<file path="src/rtl/cqx_pkg.sv">
package cqx_pkg;

    localparam int INSN_W  = 64;
    localparam int DATA_W  = 32;
    localparam int OFF_W   = 16;
    localparam int SUB_W   = 8;
    localparam int RADDR_W = SUB_W + OFF_W;

    // opcode values
    localparam logic [7:0] OPC_MASK  = 8'h02;
    localparam logic [7:0] OPC_WRITE = 8'h04;
    localparam logic [7:0] OPC_POLL  = 8'h08;
    localparam logic [7:0] OPC_JUMP  = 8'h10;
    localparam logic [7:0] OPC_WFE   = 8'h20;
    localparam logic [7:0] OPC_EOC   = 8'h40;

    typedef struct packed {
        logic [7:0]        op;
        logic [SUB_W-1:0]  sub;
        logic [OFF_W-1:0]  off;
        logic [DATA_W-1:0] val;
    } insn_t;

    typedef enum logic [1:0] {
        RK_WRITE  = 2'd0,
        RK_MWRITE = 2'd1,
        RK_POLL   = 2'd2
    } rkind_e;

    typedef struct packed {
        rkind_e             kind;
        logic [RADDR_W-1:0] addr;
        logic [DATA_W-1:0]  val;
        logic [DATA_W-1:0]  mask;
    } rcmd_t;

    function automatic logic [RADDR_W-1:0] reg_addr(input insn_t i);
        return {i.sub, i.off[OFF_W-1:1], 1'b0};
    endfunction

    function automatic logic [DATA_W-1:0] merge_bits(input logic [DATA_W-1:0] old_v,
                                                     input logic [DATA_W-1:0] new_v,
                                                     input logic [DATA_W-1:0] m);
        return (old_v & ~m) | (new_v & m);
    endfunction

    // event command option fields
    function automatic logic wfe_wait_en(input logic [DATA_W-1:0] v);
        return v[15];
    endfunction
    function automatic logic wfe_wait_lvl(input logic [DATA_W-1:0] v);
        return |v[11:0];
    endfunction
    function automatic logic wfe_upd_en(input logic [DATA_W-1:0] v);
        return v[31];
    endfunction
    function automatic logic wfe_upd_lvl(input logic [DATA_W-1:0] v);
        return |v[27:16];
    endfunction

endpackage

</file>
<file path="src/rtl/cqx_fetch.sv">
module cqx_fetch
    import cqx_pkg::*;
#(
    parameter int AW = 32
) (
    input  logic              clk,
    input  logic              rst,
    input  logic              load_i,
    input  logic [AW-1:0]     base_i,
    input  logic              go_i,
    output logic              ifetch_valid_o,
    output logic [AW-1:0]     ifetch_addr_o,
    input  logic              ifetch_ready_i,
    input  logic [INSN_W-1:0] ifetch_data_i,
    output insn_t             insn_o,
    output logic              got_o
);

    localparam logic [AW-1:0] STEP = AW'(INSN_W / 8);

    logic [AW-1:0] pc_q;
    logic          req_q;

    always_ff @(posedge clk) begin
        if (rst) begin
            pc_q   <= '0;
            req_q  <= 1'b0;
            got_o  <= 1'b0;
            insn_o <= '0;
        end else begin
            got_o <= 1'b0;
            if (load_i) begin
                pc_q  <= base_i;
                req_q <= 1'b0;
            end else if (req_q && ifetch_ready_i) begin
                req_q  <= 1'b0;
                got_o  <= 1'b1;
                insn_o <= insn_t'(ifetch_data_i);
                pc_q   <= pc_q + STEP;
            end else if (go_i) begin
                req_q <= 1'b1;
            end
        end
    end

    assign ifetch_valid_o = req_q;
    assign ifetch_addr_o  = pc_q;

    AST_FETCH_HOLD: assert property (@(posedge clk) disable iff (rst)
        (ifetch_valid_o && !ifetch_ready_i) |=> (ifetch_valid_o && $stable(ifetch_addr_o)))
        else $error("fetch request dropped");

endmodule

</file>
<file path="src/rtl/cqx_events.sv">
module cqx_events #(
    parameter int NEVT = 16
) (
    input  logic            clk,
    input  logic            rst,
    input  logic [NEVT-1:0] evt_set_i,
    input  logic            upd_en_i,
    input  logic [15:0]     upd_idx_i,
    input  logic            upd_val_i,
    output logic [NEVT-1:0] flags_o
);

    logic [NEVT-1:0] nxt;

    always_comb begin
        nxt = flags_o;
        for (int k = 0; k < NEVT; k++) begin
            if (upd_en_i && (upd_idx_i == 16'(k))) nxt[k] = upd_val_i;
        end
    end

    always_ff @(posedge clk) begin
        if (rst) flags_o <= '0;
        else     flags_o <= nxt | evt_set_i;
    end

    AST_HW_SET_WINS: assert property (@(posedge clk) disable iff (rst)
        (evt_set_i != '0) |=> ((flags_o & $past(evt_set_i)) == $past(evt_set_i)))
        else $error("hardware event set lost");

endmodule

</file>
<file path="src/rtl/cqx_regport.sv">
module cqx_regport
    import cqx_pkg::*;
(
    input  logic               clk,
    input  logic               rst,
    input  logic               start_i,
    input  rcmd_t              cmd_i,
    output logic               done_o,
    output logic               bus_req_o,
    output logic               bus_we_o,
    output logic [RADDR_W-1:0] bus_addr_o,
    output logic [DATA_W-1:0]  bus_wdata_o,
    input  logic               bus_ack_i,
    input  logic [DATA_W-1:0]  bus_rdata_i
);

    typedef enum logic [1:0] {RP_IDLE, RP_READ, RP_WRITE} rp_e;

    rp_e               st;
    rcmd_t             cmd_q;
    logic [DATA_W-1:0] wdata_q;
    logic              hit;

    assign hit = ((bus_rdata_i ^ cmd_q.val) & cmd_q.mask) == '0;

    always_ff @(posedge clk) begin
        if (rst) begin
            st      <= RP_IDLE;
            cmd_q   <= '0;
            wdata_q <= '0;
            done_o  <= 1'b0;
        end else begin
            done_o <= 1'b0;
            case (st)
                RP_IDLE: if (start_i) begin
                    cmd_q   <= cmd_i;
                    wdata_q <= cmd_i.val;
                    st      <= (cmd_i.kind == RK_WRITE) ? RP_WRITE : RP_READ;
                end
                RP_READ: if (bus_ack_i) begin
                    if (cmd_q.kind == RK_POLL) begin
                        if (hit) begin
                            st     <= RP_IDLE;
                            done_o <= 1'b1;
                        end
                    end else begin
                        wdata_q <= merge_bits(bus_rdata_i, cmd_q.val, cmd_q.mask);
                        st      <= RP_WRITE;
                    end
                end
                RP_WRITE: if (bus_ack_i) begin
                    st     <= RP_IDLE;
                    done_o <= 1'b1;
                end
                default: st <= RP_IDLE;
            endcase
        end
    end

    assign bus_req_o   = (st != RP_IDLE);
    assign bus_we_o    = (st == RP_WRITE);
    assign bus_addr_o  = cmd_q.addr;
    assign bus_wdata_o = wdata_q;

    AST_BUS_HOLD: assert property (@(posedge clk) disable iff (rst)
        (bus_req_o && !bus_ack_i) |=> (bus_req_o && $stable(bus_addr_o) && $stable(bus_we_o)))
        else $error("register request changed before acknowledge");

endmodule

</file>
<file path="src/rtl/cmd_seq_engine.sv">
module cmd_seq_engine
    import cqx_pkg::*;
#(
    parameter int AW   = 32,
    parameter int NEVT = 16
) (
    input  logic               clk,
    input  logic               rst,
    input  logic               start_i,
    input  logic [AW-1:0]      base_addr_i,
    output logic               ifetch_valid_o,
    output logic [AW-1:0]      ifetch_addr_o,
    input  logic               ifetch_ready_i,
    input  logic [INSN_W-1:0]  ifetch_data_i,
    output logic               bus_req_o,
    output logic               bus_we_o,
    output logic [RADDR_W-1:0] bus_addr_o,
    output logic [DATA_W-1:0]  bus_wdata_o,
    input  logic               bus_ack_i,
    input  logic [DATA_W-1:0]  bus_rdata_i,
    input  logic [NEVT-1:0]    evt_set_i,
    output logic [NEVT-1:0]    evt_flags_o,
    output logic               irq_o,
    output logic               busy_o,
    output logic               done_o,
    output logic               err_o
);

    typedef enum logic [2:0] {S_IDLE, S_ISSUE, S_WAIT, S_EXEC, S_REG, S_EVT} st_e;

    st_e               st;
    insn_t             ins;
    logic              got;
    logic [DATA_W-1:0] mask_q;
    logic              armed;
    logic              rp_start, rp_done;
    rcmd_t             rp_cmd;
    logic              use_mask;
    logic              evt_ok, evt_now, evt_match;
    logic [NEVT-1:0]   fsh;
    logic              upd_en;
    logic              fetch_load, fetch_go;

    assign fetch_load = (st == S_IDLE) && start_i;
    assign fetch_go   = (st == S_ISSUE);

    cqx_fetch #(.AW(AW)) i_fetch (
        .clk            (clk),
        .rst            (rst),
        .load_i         (fetch_load),
        .base_i         (base_addr_i),
        .go_i           (fetch_go),
        .ifetch_valid_o (ifetch_valid_o),
        .ifetch_addr_o  (ifetch_addr_o),
        .ifetch_ready_i (ifetch_ready_i),
        .ifetch_data_i  (ifetch_data_i),
        .insn_o         (ins),
        .got_o          (got)
    );

    // register command build
    assign use_mask    = ins.off[0] && armed;
    assign rp_cmd.kind = (ins.op == OPC_POLL) ? RK_POLL : (use_mask ? RK_MWRITE : RK_WRITE);
    assign rp_cmd.addr = reg_addr(ins);
    assign rp_cmd.val  = ins.val;
    assign rp_cmd.mask = use_mask ? mask_q : '1;
    assign rp_start    = (st == S_EXEC) && ((ins.op == OPC_WRITE) || (ins.op == OPC_POLL));

    cqx_regport i_regport (
        .clk         (clk),
        .rst         (rst),
        .start_i     (rp_start),
        .cmd_i       (rp_cmd),
        .done_o      (rp_done),
        .bus_req_o   (bus_req_o),
        .bus_we_o    (bus_we_o),
        .bus_addr_o  (bus_addr_o),
        .bus_wdata_o (bus_wdata_o),
        .bus_ack_i   (bus_ack_i),
        .bus_rdata_i (bus_rdata_i)
    );

    // event scoreboard access
    assign evt_ok    = ins.off < 16'(NEVT);
    assign fsh       = evt_flags_o >> ins.off;
    assign evt_now   = fsh[0];
    assign evt_match = (evt_now == wfe_wait_lvl(ins.val));
    assign upd_en    = wfe_upd_en(ins.val) &&
                       (((st == S_EXEC) && (ins.op == OPC_WFE) && evt_ok && !wfe_wait_en(ins.val)) ||
                        ((st == S_EVT) && evt_match));

    cqx_events #(.NEVT(NEVT)) i_events (
        .clk       (clk),
        .rst       (rst),
        .evt_set_i (evt_set_i),
        .upd_en_i  (upd_en),
        .upd_idx_i (ins.off),
        .upd_val_i (wfe_upd_lvl(ins.val)),
        .flags_o   (evt_flags_o)
    );

    // sequencer
    always_ff @(posedge clk) begin
        if (rst) begin
            st     <= S_IDLE;
            busy_o <= 1'b0;
            done_o <= 1'b0;
            err_o  <= 1'b0;
            irq_o  <= 1'b0;
            armed  <= 1'b0;
            mask_q <= '0;
        end else begin
            irq_o <= 1'b0;
            case (st)
                S_IDLE: if (start_i) begin
                    busy_o <= 1'b1;
                    done_o <= 1'b0;
                    err_o  <= 1'b0;
                    armed  <= 1'b0;
                    st     <= S_ISSUE;
                end
                S_ISSUE: st <= S_WAIT;
                S_WAIT:  if (got) st <= S_EXEC;
                S_EXEC: begin
                    armed <= 1'b0;
                    case (ins.op)
                        OPC_MASK: begin
                            mask_q <= ~ins.val;
                            armed  <= 1'b1;
                            st     <= S_ISSUE;
                        end
                        OPC_WRITE, OPC_POLL: st <= S_REG;
                        OPC_WFE: begin
                            if (!evt_ok) begin
                                err_o  <= 1'b1;
                                busy_o <= 1'b0;
                                st     <= S_IDLE;
                            end else if (wfe_wait_en(ins.val)) begin
                                st <= S_EVT;
                            end else begin
                                st <= S_ISSUE;
                            end
                        end
                        OPC_EOC: begin
                            irq_o <= ins.val[0];
                            st    <= S_ISSUE;
                        end
                        OPC_JUMP: begin
                            busy_o <= 1'b0;
                            done_o <= 1'b1;
                            st     <= S_IDLE;
                        end
                        default: begin
                            err_o  <= 1'b1;
                            busy_o <= 1'b0;
                            st     <= S_IDLE;
                        end
                    endcase
                end
                S_REG: if (rp_done) st <= S_ISSUE;
                S_EVT: if (evt_match) st <= S_ISSUE;
                default: st <= S_IDLE;
            endcase
        end
    end

    AST_IRQ_PULSE: assert property (@(posedge clk) disable iff (rst)
        irq_o |=> !irq_o)
        else $error("interrupt longer than one cycle");

    AST_DONE_ERR_EXCL: assert property (@(posedge clk) disable iff (rst)
        !(done_o && err_o))
        else $error("done and error together");

    AST_IDLE_QUIET: assert property (@(posedge clk) disable iff (rst)
        !busy_o |-> (!bus_req_o && !ifetch_valid_o))
        else $error("activity while idle");

    AST_IN_ORDER: assert property (@(posedge clk) disable iff (rst)
        bus_req_o |-> !ifetch_valid_o)
        else $error("fetch overlaps register access");

    AST_START_CLEARS: assert property (@(posedge clk) disable iff (rst)
        (start_i && !busy_o) |=> (busy_o && !done_o && !err_o))
        else $error("start did not clear status");

endmodule

</file>
<file path="config.mk">
export PLATFORM = sky130hd
export DESIGN_NAME = cmd_seq_engine
export DESIGN_NICKNAME = d
export VERILOG_FILES = /design/src/rtl/cqx_pkg.sv /design/src/rtl/cqx_fetch.sv /design/src/rtl/cqx_events.sv /design/src/rtl/cqx_regport.sv /design/src/rtl/cmd_seq_engine.sv
export SDC_FILE = /design/constraint.sdc
export NUM_CORES = 1
export LEC_CHECK = 0
export CORE_MARGIN = 3
export CORE_UTILIZATION = 40
export CTS_BUF_LIST = sky130_fd_sc_hd__clkbuf_8
export DETAILED_ROUTE_END_ITERATION = 8
export PLACE_DENSITY = 0.69
export SYNTH_ARGS = -nofsm -noshare
export SYNTH_HDL_FRONTEND = slang
export SYNTH_SLANG_ARGS = --single-unit
export TNS_END_PERCENT = 5
</file>
<file path="constraint.sdc">
create_clock -name clk -period 2.5 [get_ports clk]
set_input_delay 0.5 -clock clk [delete_from_list [all_inputs] [get_ports clk]]
set_output_delay 0.5 -clock clk [all_outputs]
set_load 0.05 [all_outputs]
</file>
======== Yosys cells after proc, flatten, opt, wreduce, memory -nomap -nowiden ========
Index checks and enable logic that the tools add are counted.
word-level totals
  output and inout port bits .............. 111
  logic and storage cells ................. 193
  register bits after elaboration ......... 278
cells by class
  eq/ne operators ......................... 43
  bitwise operators ....................... 11
  magnitude comparators ................... 1
  reductions and logical operators ........ 56
  mux-type cells .......................... 58
  shift-type cells ........................ 1
  add/subtract/negate cells ............... 1
operators by type and width
  operator               count
  $mux 32                6
  $eq 16x4->1 const B    8
  $and 32x32->32         3
  $eq 16x3->1 const B    4
  $not 32->32            2
  $pmux 32 s2            1
  $add 32x4->32 const B  1
  $eq 16x2->1 const B    2
  $logic_not 32->1       1
  $or 32x32->32          1
  $xor 32x32->32         1
  $mux 1                 28
  $logic_and 1x1->1      25
  $reduce_or 12->1       2
  $reduce_and 4->1       5
  $mux 3                 6
  $pmux 3 s6             1
  $eq 16x1->1 const B    1
  $logic_not 16->1       1
  $lt 16x5->1 const B    1
  $or 16x16->16          1
  $shr 16x16->1          1
  $mux 2                 7
  $pmux 1 s2             7
  30 further kinds       55

======== Longest topological paths before layout ========
Gate-level depths: netlist of the first run.
  depth after elaboration ................. 9
  gate-level depth with buffers ........... 9
  mapped depth without buffers ............ 7

======== Cells and area by module ========
Synthesis of the first run repeated with hierarchy kept, for this count alone.
second synthesis, totals
  cell total of the unflattened synthesis .. 1544
  area total of the unflattened synthesis .. 12663.4 um^2
modules (own cells, without submodules)
  module          cells each  instances  area each (um^2)  sequential area each (um^2)
  cqx_regport     708         1          5570.3            2502.4
  cqx_fetch       505         1          4155.2            1961.9
  cmd_seq_engine  238         1          2137.0            800.8
  cqx_events      93          1          800.8             320.3

======== Least setup slack after synthesis of the first run ========
OpenSTA, ideal clock, no wires.
  kind .................................... register to register
  from .................................... register i_fetch.insn_o[32] (netlist name)
  to ...................................... register i_events.flags_o[0]
  setup slack ............................. -0.083 ns
  library setup time ...................... 0.134 ns
  cell stages (with the launch flop) ...... 10
  data arrival time ....................... 2.449 ns
  path buffers ............................ 2
  path through ............................ dfxtp_1 -> buf_6 -> mux4_2 -> mux4_2 -> xnor2_2 -> a21oi_2 -> buf_12 -> nor4_4 -> nor3_1 -> a211oi_1
between the ends
  longest elaborated chain between the ends .. 8
RTL lines
  element                                                 line                                        RTL
  start, declared                                         cqx_fetch.sv:15                             output insn_t insn_o,
  start signal, assigned                                  cqx_fetch.sv:38                             insn_o <= insn_t'(ifetch_data_i);
  $lt 16x5->1 / $shr 16x16->1 (equally long branches)     cmd_seq_engine.sv:84, cmd_seq_engine.sv:85
  $logic_and 1x1->1 / $eq 1x1->1 (equally long branches)  cmd_seq_engine.sv:89, cmd_seq_engine.sv:87
  $logic_and 1x1->1, on equally long branches             cmd_seq_engine.sv:89, cmd_seq_engine.sv:90
  $logic_or 1x1->1                                        cmd_seq_engine.sv:89                        (((st == S_EXEC) && (ins.op == OPC_WFE) && evt_ok && !wfe_wait_en(ins.val)) ||
  $logic_and 1x1->1                                       cmd_seq_engine.sv:88                        assign upd_en = wfe_upd_en(ins.val) &&
  $logic_and 1x1->1 (*)                                   cqx_events.sv:18                            if (upd_en_i && (upd_idx_i == 16'(k))) nxt[k] = upd_val_i;
  $mux 1 (*)                                              cqx_events.sv:18
  $or 16x16->16 (*)                                       cqx_events.sv:24                            else flags_o <= nxt | evt_set_i;
  end signal, assigned                                    cqx_events.sv:24
  end, declared                                           cqx_events.sv:10                            output logic [NEVT-1:0] flags_o
Mark *: on every way between the ends. The rest lies on a longest branch, timed or not.
A chain may end at the register's enable or synchronous reset.

======== Worst setup path in the final report of the first run ========
  from .................................... register i_fetch.insn_o[32] (netlist name)
  to ...................................... register i_events.flags_o[6]
The elaborated chain is that of the path after synthesis.

==> results of run 1 <==
-- flip-flops by register name, summed over array words and instances (netlist names), 2 cells and up --
register	cells
i_events.flags_o	16
i_fetch.ifetch_addr_o	32
i_fetch.insn_o	64
i_regport.bus_addr_o	23
i_regport.bus_wdata_o	32
i_regport.cmd_q	66
i_regport.st	2
mask_q	32
st	3
-- power breakdown --
group | leakage [nW] | internal, W | switching, W | total, W
registers | 2.26 | 0.00461 | 0.000186 | 0.00480
logic | 2.99 | 0.000781 | 0.00125 | 0.00203
clock network | 0.579 | 0.00238 | 0.00182 | 0.00420
-- per-stage QoR --
step                hold slack, ns  instances  area, um^2
floorplan                    0.432       1516       12100
global placement             0.435       2096       15200
detailed placement           0.442       2096       15200
CTS                          0.452       2185       16300
global route                 0.469       2185       16300
finish                       0.448       2185       16300
-- kinds of logic after synthesis --
family	share of synthesized area (%)
compound gates	15.1
xor+xnor	4.18
fa+ha+maj	0.413
buf+inv	5.21
flops	46.0
mux	3.75
other cells	0.0310
simple gates	25.4
-- critical path, delay by kind of cell, from the launching register on --
kind	cells	cell delay [ns]
multiplexers	2	1.06
AO/OA/AOI/OAI	2	0.39
flip-flops	1	0.41
AND/OR/NAND/NOR	2	0.42
XOR/XNOR	1	0.24
-- what timing repair did --
action,CTS,global route
buffers inserted,2,0
setup endpoints to repair,17,16
gates resized for setup,15,10
hold buffers,0,0
pin swaps,20,5
gates cloned,1,0
-- cell type report --
| class | count | area share (%) |
|---|---|---|
| Tap cell | 390 | 2.99 |
| Clock inverter | 22 | 0.728 |
| Timing Repair Buffer | 318 | 19.4 |
| Sequential cell | 278 | 34.2 |
| Inverter | 9 | 0.207 |
| Multi-Input combinational cell | 1104 | 37.0 |
| Clock buffer | 64 | 5.40 |
-- per-layer routing --
metal | track usage (%) | wire length (um) | vias up
met3 | 4.86 | 2190 | 69
li1 | - | - | 5652
met2 | 35.4 | 17100 | 323
met1 | 28.2 | 16100 | 5377
met4 | 7.15 | 991 | 4
met5 | 0 | 24 | -
-- cells in the final DEF (no fill, tap or decap), types with 5 or more instances in the layout --
master           Yosys  routed
mux4_2               2       5
nor4_4               8       8
a311oi_1             8       8
buf_12               1      10
dfxtp_2              0      15
xor2_1              45      45
nand2_1            278     276
nor2_1             263     262
o21ai_0             11      11
dfxtp_1            278     262
mux2i_1             33      33
a22oi_1             17      17
inv_1                9      27
nor3_2               0       5
clkdlybuf4s50_1      0     255
nor3_1              60      55
xnor2_1             11      11
nor4_1              14      14
and3_1               8       8
or3_1                8       7
a211oi_1            70      68
nand3_1             19      19
clkbuf_8             0      65
buf_4               25      47
a21oi_1            194     194
nand4_1             11      11
-- worst min-delay path by stage --
| stage | from | cells past startpoint | to |
|---|---|---|---|
| floorplan | i_fetch.insn_o[48]$_SDFFE_PP0P_ | 2 | i_regport.bus_addr_o[16]$_SDFFE_PP0P_ |
| global placement | i_fetch.insn_o[55]$_SDFFE_PP0P_ | 2 | i_regport.bus_addr_o[23]$_SDFFE_PP0P_ |
| finish | i_fetch.insn_o[54]$_SDFFE_PP0P_ | 2 | i_regport.bus_addr_o[22]$_SDFFE_PP0P_ |
| CTS | i_fetch.insn_o[54]$_SDFFE_PP0P_ | 2 | i_regport.bus_addr_o[22]$_SDFFE_PP0P_ |
| global route | ifetch_data_i[49] | 3 | i_fetch.insn_o[49]$_SDFFE_PP0P_ |
| detailed placement | i_fetch.insn_o[54]$_SDFFE_PP0P_ | 2 | i_regport.bus_addr_o[22]$_SDFFE_PP0P_ |
==> flow_summary.toml, run 1 <==
[finish]
fillers = 2762
area_growth_pct = 34.8
seq_area_um2 = 5590
finish.utilization_pct = 54.9
antennaDiodeCount = 0
multi_input_area_um2 = 6040
nets = 1912
drive_above_1_share_pct = 10.2

[timing]
tns_ns = -0.696
slew_headroom_pct = 54.3
finClkSkew_ns = 0.0139
setup_viol = 14
period_share_pct = 105
worst_pin_slew_ns = 0.686
fmax_ghz = 0.381
drv_slew = 0
setup_ws_ns = -0.124
grt_setup_unrepaired = "yes"
hold_viol = 0
min_period_ns = 2.62

[synth]
synth.cell_area_um2 = 12100
async_flop_share_pct = 0
synthTopCellsByArea = "dfxtp_1 46%, nand2_1 8.6%, nor2_1 8.2%, a21oi_1 8.0%, a211oi_1 4.3%"
yosysSeqAreaShare_pct = 46.0
synth_largest_area_cell = "dfxtp_1"
synth_edf_count = 0
synth_fp_nets = 1669
yosysWarnings = 0
synth_ff_type = "dfxtp_1"
synth_top_area_share_pct = 46.0
yosysUniqueCellTypes = 50
syn_area_per_cell_um2 = 7.99
synthTopCellsByCount = "278 x dfxtp_1, 278 x nand2_1, 263 x nor2_1"
ys_seq_elements = 278
synthCells = 1516

[power_and_ir_drop]
ir_worst_vdd_mv = 0.362
power_density_nw_per_um2 = 675
p_leak_nw = 5.83
total_power_w = 0.0110

[clocking]
cts_buffer_depth = 3
cts_tree = "built"
cts-root-buf = "clkbuf_8"
h-tree-depth = 2
cts_buffers = 48
path_clk_slew_ns = 0.06
cts_sinks = 278
clock_latency_ns = 0.54

[setup_path]
cp_max_fo = 7
r2r_slack_ns = -0.12
worstSetupEndpoint = "i_events.flags_o[6]$_SDFF_PP0_"
crit_start = "i_fetch.insn_o[32]$_SDFFE_PP0P_"
r2r-end = "i_events.flags_o[6]$_SDFF_PP0_"
setup.worst_path.end_class = "register"
worstSetupPathType = "register to register"
critPathMaxStageDelay_ns = 0.55
r2r_start = "i_fetch.insn_o[32]$_SDFFE_PP0P_"
crit_required_ns = 2.93
crit_chain = "mux4_2 -> mux4_2 -> xnor2_4 -> a21oi_4 -> nor4b_2 -> nor3_1 -> a211oi_1"
cp-start-kind = "register"
arrival_ns = 3.06
path_common_cell = "mux4_2"
rr_worst_depth = 7
cp_slowest_cell = "mux4_2"

[die]
fp-row-count = 63
die_area_um2 = 32400
die-height_um = 180
dieWidth_um = 180
pin_count = 260
design.core.area_um2 = 29700
initial_utilization_pct = 40.8

[global_routing]
first_global_vias = 11200
antenna_found_initial = 2
grt_usage_pct = 21.5
grt.overflow.total = 0
grt_start_max_net_pins = 89
grt_first_pass_wirelength_um = 58200

[route]
vias = 11400
vias_per_cell = 5.23
drtIter0Drc = 722
firstDrtPassIters = 5
wire_per_inst_um = 16.7
drc = 0
drt-total-wl_um = 36400
ant_nets = 0

[placed_design]
port_buffers = 258
gp_congestion = 0.851
hpwl_um = 24700
place_ws_ns = -0.303

[outcome]
violations = "setup timing"
status = "finished with violations"

[run]
cap_violations = 0

[worst_hold_path]
hold_path.class = "register to register"
(Power assumes the default switching activity.)
==> run 2: changes to the inputs <==
Settings changed: MAX_ROUTING_LAYER from default to met4, SLEW_MARGIN from default to 20.
==> run 2 against run 1 <==
The run still ends with setup timing left. Utilization about the same. Sequential share of layout area about the same. Clock power about the same. Sequential cell count unchanged. Largest cell class unchanged. Via count about the same.
==> flow_summary.toml, run 2 (synthesized netlist as in run 1, its figures left out) <==
[outcome]
status = "finished with violations"
violations = "setup timing"

[route]
drc = 0
wl_met3_um = 2190
drt-total-wl_um = 36400
wl_met2_um = 17100
drtIter0Drc = 723
routed.top_layer = "met4"
vias_per_cell = 5.22
firstDrtPassIters = 5
ant_nets = 0
wire_per_inst_um = 16.6
vias = 11400
wl_met1_um = 16100

[timing]
slew_headroom_pct = 54.0
fmax_ghz = 0.380
grt_setup_unrepaired = "yes"
drv_slew = 0
hold_viol = 0
finClkSkew_ns = 0.0126
period_share_pct = 105
min_period_ns = 2.63
worst_pin_slew_ns = 0.690
setup_ws_ns = -0.129
setup_viol = 14

[power_and_ir_drop]
p_leak_nw = 5.83
total_power_w = 0.0110
ir_worst_vdd_mv = 0.362
power.internal_w = 0.00777
power_density_nw_per_um2 = 675
seqPwrFrac_pct = 43.5
swShare_pct = 29.5
switchingPower_w = 0.00325
power_frac_clock_pct = 38.0
pwr-share-comb_pct = 18.4

[die]
fp-row-count = 63
die-height_um = 180
die_area_um2 = 32400
design.core.area_um2 = 29700
pin_count = 260
dieWidth_um = 180
initial_utilization_pct = 40.8

[clocking]
cts_buffers = 48
cts-root-buf = "clkbuf_8"
cts_sinks = 278
h-tree-depth = 2
hold_buffers = 0
cts_buffer_depth = 3
path_clk_slew_ns = 0.06
cts_tree = "built"
clock_latency_ns = 0.54

[setup_path]
cp_max_fo = 7
path_common_cell = "mux4_2"
crit_required_ns = 2.93
crit_chain = "mux4_2 -> mux4_2 -> xnor2_4 -> a21oi_4 -> nor4b_2 -> nor3_1 -> a211oi_1"
critPathMaxStageDelay_ns = 0.55
cp_slowest_cell = "mux4_2"
crit_family = "multiplexers"
arrival_ns = 3.06
cp-start-kind = "register"
cp.buffers_inverters = 0
worstSetupPathType = "register to register"
setup.worst_path.end_class = "register"

[global_routing]
grt.overflow.total = 0
grt_usage_pct = 22.2
grt_start_max_net_pins = 89
first_global_vias = 11200
antenna_found_initial = 2
grt_first_pass_wirelength_um = 58100

[finish]
finish.utilization_pct = 55.0
drive_above_1_share_pct = 10.2
nets = 1912
mostFrequentLayoutCell = "nand2_1"
reg_top3 = "i_regport.cmd_q (66), i_fetch.insn_o (64)"
postLayoutCellArea_um2 = 16300
area_growth_pct = 34.9
final_cell_mix = "276 x nand2_1, 262 x nor2_1, 262 x dfxtp_1"
regMostFlops = "i_regport.cmd_q"
largest_reg_flops = 66
fillers = 2761

[placed_design]
gp_congestion = 0.864
placed_area_um2 = 15200
port_buffers = 258
hpwl_um = 24700

[worst_hold_path]
hold_path.class = "register to register"

[run]
cap_violations = 0
run 2: cell count changes in the layout (fill, tap and decap cells not counted):
cell	change
diode_2	+2
run 2: final cells by class:
class,instances,area (um^2),share of cell area (%)
sequential,278,5590,34.2
tap,390,488,2.99
inverter,9,33.8,0.207
multi-input combinational,1104,6040,37.0
clock inverter,22,119,0.728
antenna,2,5.00,0.0306
timing repair buffer,318,3170,19.4
clock buffer,64,881,5.39
run 2: through the flow:
| stage | TNS [ns] | worst slack, ns | hold slack [ns] | instances |
|---|---|---|---|---|
| after global routing | -2.50 | -0.248 | 0.469 | 2187 |
| final | -0.732 | -0.129 | 0.448 | 2187 |
| after detailed placement | -3.71 | -0.303 | 0.442 | 2096 |
| after CTS | -0.767 | -0.0935 | 0.452 | 2185 |
| after global placement | -1.80 | -0.154 | 0.435 | 2096 |
| after floorplan | -0.363 | -0.0579 | 0.432 | 1516 |
run 2: path summary, 6_finish.rpt:
| check | startpoint | to | slack, ns | cells past startpoint |
|---|---|---|---|---|
| worst max register to register | i_fetch.insn_o[32]$_SDFFE_PP0P_ | i_events.flags_o[6]$_SDFF_PP0_ | -0.13 | 7 |
| worst min-delay path | i_fetch.insn_o[54]$_SDFFE_PP0P_ | i_regport.bus_addr_o[22]$_SDFFE_PP0P_ | 0.45 | 2 |
| worst min register to register | i_fetch.insn_o[54]$_SDFFE_PP0P_ | i_regport.bus_addr_o[22]$_SDFFE_PP0P_ | 0.45 | 2 |
| worst max-delay path | i_fetch.insn_o[32]$_SDFFE_PP0P_ | i_events.flags_o[6]$_SDFF_PP0_ | -0.13 | 7 |
run 2: worst reg2reg max path: cells and delay by family, from the launching register on:
kind / cells / cell delay [ns]
muxes: 2 / 1.06
AOI/OAI and AO/OA: 2 / 0.39
and+or+nand+nor: 2 / 0.43
xor gates and xnor gates: 1 / 0.24
DFF: 1 / 0.40
run 2: repair_timing:
item,4_1_cts,5_1_grt
endpoints found under the setup margin,17,16
resized for setup,15,10
cloned,1,0
pin swaps,20,5
buffers inserted,2,0
run 2: power by group through the flow:
stage | Clock (W) | Sequential [W] | Combinational [W]
after floorplan | 0 | 0.00525 | 0.000784
after global placement | 0 | 0.00489 | 0.00196
after detailed placement | 0 | 0.00489 | 0.00198
after CTS | 0.00431 | 0.00480 | 0.00203
after global routing | 0.00450 | 0.00482 | 0.00217
final | 0.00419 | 0.00480 | 0.00203
run 2: metal layers:
layer / vias to the layer above / GRT usage, %
met5: - / -
li1: 5649 / -
met3: 63 / 4.67
met4: 0 / 7.15
met2: 336 / 35.6
met1: 5378 / 28.1
